File: src/rtl/mp_pkg.sv
package mp_pkg;
   typedef struct packed {
      logic rd;
      logic wr;
      logic fetch;
   } mp_cmd_t;

   localparam int unsigned MP_WORD_BYTES_LOG2 = 2;
endpackage

File: src/rtl/mp_byte_extend.sv
module mp_byte_extend #(
   parameter int unsigned IN_W   = 8,
   parameter int unsigned OUT_W  = 32,
   parameter bit          SIGNED = 1'b1
) (
   input  logic [IN_W-1:0]  din,
   output logic [OUT_W-1:0] dout
);
   localparam int unsigned PAD_W = OUT_W - IN_W;

   generate
      if (SIGNED) begin : g_sx
         assign dout = {{PAD_W{din[IN_W-1]}}, din};
      end else begin : g_zx
         assign dout = {{PAD_W{1'b0}}, din};
      end
   endgenerate
endmodule

File: src/rtl/mp_word_port.sv
module mp_word_port #(
   parameter int unsigned DATA_W     = 32,
   parameter int unsigned ADDR_SHIFT = 2
) (
   input  logic              clk,
   input  logic              rst_n,
   input  logic [DATA_W-1:0] c_bus,
   input  logic              ld_addr,
   input  logic              ld_data,
   input  logic              cmd_rd,
   input  logic              cmd_wr,
   input  logic [DATA_W-1:0] mem_rdata,
   output logic [DATA_W-1:0] addr_q,
   output logic [DATA_W-1:0] data_q,
   output logic [DATA_W-1:0] mem_addr,
   output logic [DATA_W-1:0] mem_wdata,
   output logic              mem_rd,
   output logic              mem_wr
);
   logic rd_pend;
   logic wr_pend;

   always_ff @(posedge clk or negedge rst_n) begin
      if (!rst_n) begin
         addr_q  <= '0;
         data_q  <= '0;
         rd_pend <= 1'b0;
         wr_pend <= 1'b0;
      end else begin
         rd_pend <= cmd_rd;
         wr_pend <= cmd_wr & ~cmd_rd;
         if (ld_addr) addr_q <= c_bus;
         if (rd_pend)      data_q <= mem_rdata;
         else if (ld_data) data_q <= c_bus;
      end
   end

   generate
      if (ADDR_SHIFT == 0) begin : g_noscale
         assign mem_addr = addr_q;
      end else begin : g_scale
         assign mem_addr = {addr_q[DATA_W-1-ADDR_SHIFT:0], {ADDR_SHIFT{1'b0}}};
      end
   endgenerate

   assign mem_wdata = data_q;
   assign mem_rd    = rd_pend;
   assign mem_wr    = wr_pend;
endmodule

File: src/rtl/mp_byte_port.sv
module mp_byte_port #(
   parameter int unsigned PC_W   = 32,
   parameter int unsigned BYTE_W = 8
) (
   input  logic              clk,
   input  logic              rst_n,
   input  logic [PC_W-1:0]   c_bus,
   input  logic              ld_pc,
   input  logic              cmd_fetch,
   input  logic [BYTE_W-1:0] mem_fdata,
   output logic [PC_W-1:0]   pc_q,
   output logic [BYTE_W-1:0] buf_q,
   output logic [PC_W-1:0]   mem_baddr,
   output logic              mem_fetch
);
   logic fetch_pend;

   always_ff @(posedge clk or negedge rst_n) begin
      if (!rst_n) begin
         pc_q       <= '0;
         buf_q      <= '0;
         fetch_pend <= 1'b0;
      end else begin
         fetch_pend <= cmd_fetch;
         if (ld_pc)      pc_q  <= c_bus;
         if (fetch_pend) buf_q <= mem_fdata;
      end
   end

   assign mem_baddr = pc_q;
   assign mem_fetch = fetch_pend;
endmodule

File: src/rtl/mp_mem_port.sv
module mp_mem_port #(
   parameter int unsigned DATA_W     = 32,
   parameter int unsigned BYTE_W     = 8,
   parameter int unsigned ADDR_SHIFT = mp_pkg::MP_WORD_BYTES_LOG2
) (
   input  logic              clk,
   input  logic              rst_n,
   input  logic [DATA_W-1:0] c_bus,
   input  logic              ld_addr,
   input  logic              ld_data,
   input  logic              ld_pc,
   input  logic              cmd_rd,
   input  logic              cmd_wr,
   input  logic              cmd_fetch,
   input  logic [DATA_W-1:0] mem_rdata,
   input  logic [BYTE_W-1:0] mem_fdata,
   output logic [DATA_W-1:0] addr_q,
   output logic [DATA_W-1:0] data_q,
   output logic [DATA_W-1:0] pc_q,
   output logic [BYTE_W-1:0] buf_q,
   output logic [DATA_W-1:0] buf_sx,
   output logic [DATA_W-1:0] buf_zx,
   output logic [DATA_W-1:0] mem_addr,
   output logic [DATA_W-1:0] mem_wdata,
   output logic              mem_rd,
   output logic              mem_wr,
   output logic [DATA_W-1:0] mem_baddr,
   output logic              mem_fetch
);
   import mp_pkg::*;

   generate
      if (BYTE_W >= DATA_W) begin : g_bad_byte_w
         $error("mp_mem_port: BYTE_W must be narrower than DATA_W");
      end
      if (ADDR_SHIFT >= DATA_W) begin : g_bad_shift
         $error("mp_mem_port: ADDR_SHIFT must be below DATA_W");
      end
   endgenerate

   mp_cmd_t cmd;
   assign cmd = '{rd: cmd_rd, wr: cmd_wr, fetch: cmd_fetch};

   mp_word_port #(.DATA_W(DATA_W), .ADDR_SHIFT(ADDR_SHIFT)) u_word (
      .clk(clk), .rst_n(rst_n), .c_bus(c_bus),
      .ld_addr(ld_addr), .ld_data(ld_data),
      .cmd_rd(cmd.rd), .cmd_wr(cmd.wr), .mem_rdata(mem_rdata),
      .addr_q(addr_q), .data_q(data_q), .mem_addr(mem_addr),
      .mem_wdata(mem_wdata), .mem_rd(mem_rd), .mem_wr(mem_wr)
   );

   mp_byte_port #(.PC_W(DATA_W), .BYTE_W(BYTE_W)) u_byte (
      .clk(clk), .rst_n(rst_n), .c_bus(c_bus), .ld_pc(ld_pc),
      .cmd_fetch(cmd.fetch), .mem_fdata(mem_fdata),
      .pc_q(pc_q), .buf_q(buf_q), .mem_baddr(mem_baddr), .mem_fetch(mem_fetch)
   );

   mp_byte_extend #(.IN_W(BYTE_W), .OUT_W(DATA_W), .SIGNED(1'b1)) u_sx (
      .din(buf_q), .dout(buf_sx)
   );

   mp_byte_extend #(.IN_W(BYTE_W), .OUT_W(DATA_W), .SIGNED(1'b0)) u_zx (
      .din(buf_q), .dout(buf_zx)
   );
endmodule

File: config.mk
export PLATFORM = sky130hd
export DESIGN_NAME = mp_mem_port
export DESIGN_NICKNAME = d
export VERILOG_FILES = /design/src/rtl/mp_pkg.sv /design/src/rtl/mp_byte_extend.sv /design/src/rtl/mp_word_port.sv /design/src/rtl/mp_byte_port.sv /design/src/rtl/mp_mem_port.sv
export SDC_FILE = /design/constraint.sdc
export NUM_CORES = 1
export LEC_CHECK = 0
export CAP_MARGIN = 20
export CORE_AREA = 2 2 134 136
export DETAILED_ROUTE_END_ITERATION = 6
export DIE_AREA = 0 0 136 138
export GPL_ROUTABILITY_DRIVEN = 0
export MAX_ROUTING_LAYER = met4
export PLACE_DENSITY_LB_ADDON = 0.05
export SETUP_SLACK_MARGIN = 0.5
export SLEW_MARGIN = 20
export SYNTH_ARGS = -nofsm -noshare
export SYNTH_HDL_FRONTEND = slang
export SYNTH_HIERARCHICAL = 1
export SYNTH_SLANG_ARGS = --single-unit
File: constraint.sdc
create_clock -name clk -period 1.3 [get_ports clk]
set_input_delay 0.26 -clock clk [delete_from_list [all_inputs] [get_ports clk]]
set_output_delay 0.26 -clock clk [all_outputs]
set_load 0.005 [all_outputs]
==> impl_metrics.toml <==
[sta]
period_share_pct = 116.2
hold_viol = 95
maxSlewHeadroom_pct = 64.20
min_period_ns = 1.510
skew_ns = 0.006526
drv_slew = 0
final.setup.worst_slack_ns = -0.2103
whs_ns = -0.09985
timing.fmax_mhz = 662.1
setup_viol = 53
rsz0062_at_grt = "yes"
worst_pin_slew_ns = 0.5370

[routing]
wirelength_um = 19940
wl_per_cell_um = 18.41
ant_nets = 0
vias_per_cell = 4.311
vias = 4669
drtPass1Iterations = 4
drc = 0
drt_iter0_drc = 144

[clocking]
clock_latency_ns = 0.36
cts_hold_buf = 1
cts_made_buffers = 9
cts_htree_levels = 3
cts-root-buf = "clkbuf_16"
clock-sinks = 107
cts_tree = "built"
clk_path_buf_depth = 2
cts.clk_slew.worst_paths_ns = 0.07

[critical_path]
cpMaxStageDelayCell = "dfrtp_4"
cpMostUsedCell = "buf_6"
crit_path_end_kind = "output port"
cp_data_required_time_ns = 1.04
critPathLaunchType = "register"
crit_fanout = 7
path_cells = "buf_6 > buf_8 > buf_6"
critical_path_class = "register to output port"
crit_arrival_ns = 1.25
slowest_delay_ns = 0.50
rrSetupSlack_ns = 0.03

[logic_synthesis]
yosys-top-cells-count = "buf_4 (160), dfrtp_1 (107), mux2_4 (60)"
synth_most_common_cell = "buf_4"
yosys_warnings = 6
synthTopCellsByArea = "dfrtp_1 (46%), buf_4 (21%), mux2_4 (16%), mux2i_1 (5.5%), buf_12 (3.1%)"
synth_area_um2 = 5791
async_reset_ff_share_pct = 100.0
synth_edf_count = 0
synthCells = 458
ys.flop_type = "dfrtp_1"
yosysTopAreaCellShare_pct = 46.24
syn_area_per_cell_um2 = 12.64
yosys.area.top_type = "dfrtp_1"
synth_seq_cells = 107
synth.distinct_cells = 14
synth_seq_area_share_pct = 46.24

[layout]
fillers = 1430
utilization_pct = 60.95
fin_nets = 929
area_growth_pct = 84.57
layout-drive-gt1-share_pct = 69.79
layout.cells.non_filler = 1083
diodes = 0

[pwr]
p_switching_mw = 2.935
sequentialPowerShare_pct = 35.7
p_comb_share_pct = 37.1
vdd_drop_max_mv = 0.7828
power_mw = 11.05
p_int_mw = 8.111
pwr-share-clk_pct = 27.3
p_leak_nw = 5.429
p_sw_share_pct = 26.57
cellPowerDensity_nw_per_um2 = 1033

[grt]
grt-ovfl-total = 0
grt_pass1_vias = 4859
grt_usage_pct = 20.92
grt_pass1_wl_um = 28780
antenna_found_initial = 0
grt_max_degree = 55

[job]
cap_violations = 0

[placement]
dp_hpwl_um = 10850
place_inst = 861
port_buffers = 320
dp_worst_setup_slack_ns = -0.08981

[min_path]
hold_class = "input port to asynchronous set/reset pin"

[floorplan]
rows = 49
die_y_um = 138
fp.dieArea_um2 = 18770
initial_utilization_pct = 33.02
ios = 347
core_region_area_um2 = 17530
die_x_um = 136

[run_status]
violations = "hold timing, setup timing"
status = "finished, violations left"
-- final cells by class --
type	count	area (um2)	share of cell area [%]
Timing Repair Buffer	536	5418	50.69
Clock inverter	6	87.58	0.8195
Multi-Input combinational cell	195	1984	18.57
Tap cell	229	286.5	2.681
Clock buffer	10	229.0	2.142
Sequential cell	107	2683	25.10
-- stage by stage --
stage	area (um2)	TNS (ns)
after global placement	8122	-1.845
after CTS	9862	-7.320
final	10690	-6.585
after floorplan	5996	0
after global routing	10690	-8.677
after detailed placement	8122	-2.207
-- sequential cells by signal, summed over array words and instances, names as in the netlist --
signal            cells
u_byte/buf_q          8
u_byte/mem_baddr     32
u_byte/mem_fetch      1
u_word/addr_q        32
u_word/data_q        32
u_word/mem_rd         1
u_word/mem_wr         1
-- layout by cell type, fill, tap and decap left out --
cell type / n
buf_6: 306
buf_2: 113
dfrtp_1: 105
clkdlybuf4s50_1: 75
mux2_4: 72
mux2i_1: 32
conb_1: 26
o21ai_2: 25
buf_12: 12
nand2_2: 12
buf_4: 10
nand2_1: 10
nand2_4: 10
clkbuf_16: 9
buf_16: 9
clkbuf_2: 7
o21ai_1: 7
buf_8: 3
bufinv_16: 2
inv_6: 2
clkinv_2: 2
clkbuf_1: 1
dlymetal6s4s_1: 1
dfrtp_4: 1
nor2b_1: 1
dfrtp_2: 1
-- path summary, 6_finish.rpt --
check	end	depth (start not counted)	from
hold reg to reg	u_word/addr_q[26]	1	u_word/addr_q[26]
max in group asynchronous	u_word/mem_rd	2	rst_n
setup reg to reg	u_byte/buf_q[7]	4	u_byte/buf_q[7]
min in group clk	u_byte/mem_fetch	1	cmd_fetch
hold / removal	u_word/data_q[5]	2	rst_n
setup / recovery	buf_sx[25]	3	u_byte/buf_q[7]
-- what timing repair did --
item / CTS / global route
buffers inserted: 156 / 41
gates resized for setup: 1131 / 178
pin swaps: 12 / 10
hold endpoints to repair: 12 / 95
endpoints found under the setup margin: 303 / 353
cloned: 8 / 0
-- kinds of logic (layout without fill, tap and decap cells) --
family / count (synthesis) / after routing / share of synthesized area (%)
AO/OA/AOI/OAI: 32 / 32 / 2.895
other: 2 / 26 / 0.1297
multiplexers: 104 / 104 / 23.42
AND/OR/NAND/NOR: 33 / 33 / 2.183
buffers and inverters: 180 / 552 / 25.13
flip-flops: 107 / 107 / 46.24
-- power by group through the flow --
stage / logic (mW) / registers (mW) / clock network, mW
finish: 4.09 / 3.94 / 3.01
global route: 4.34 / 3.98 / 3.21
CTS: 3.57 / 3.92 / 3.08
detailed placement: 2.65 / 4.05 / 0
global placement: 2.64 / 4.04 / 0
floorplan: 1.40 / 3.99 / 0
-- layer usage --
metal  up-vias  global-route usage [%]  share of wire (%)
met2       188                   37.66                 54
met5         -                       -                  0
met3        21                   4.730                6.1
met4         0                   4.715                1.4
met1      2343                   23.36                 38
li1       2117                       -                  -
-- critical path: cells and delay by family (launching register included) --
kind / cells / cell delay, ns
buffers and inverters: 3 / 0.39
flip-flops: 1 / 0.50
No activity file was read; power rests on OpenSTA's default activity.
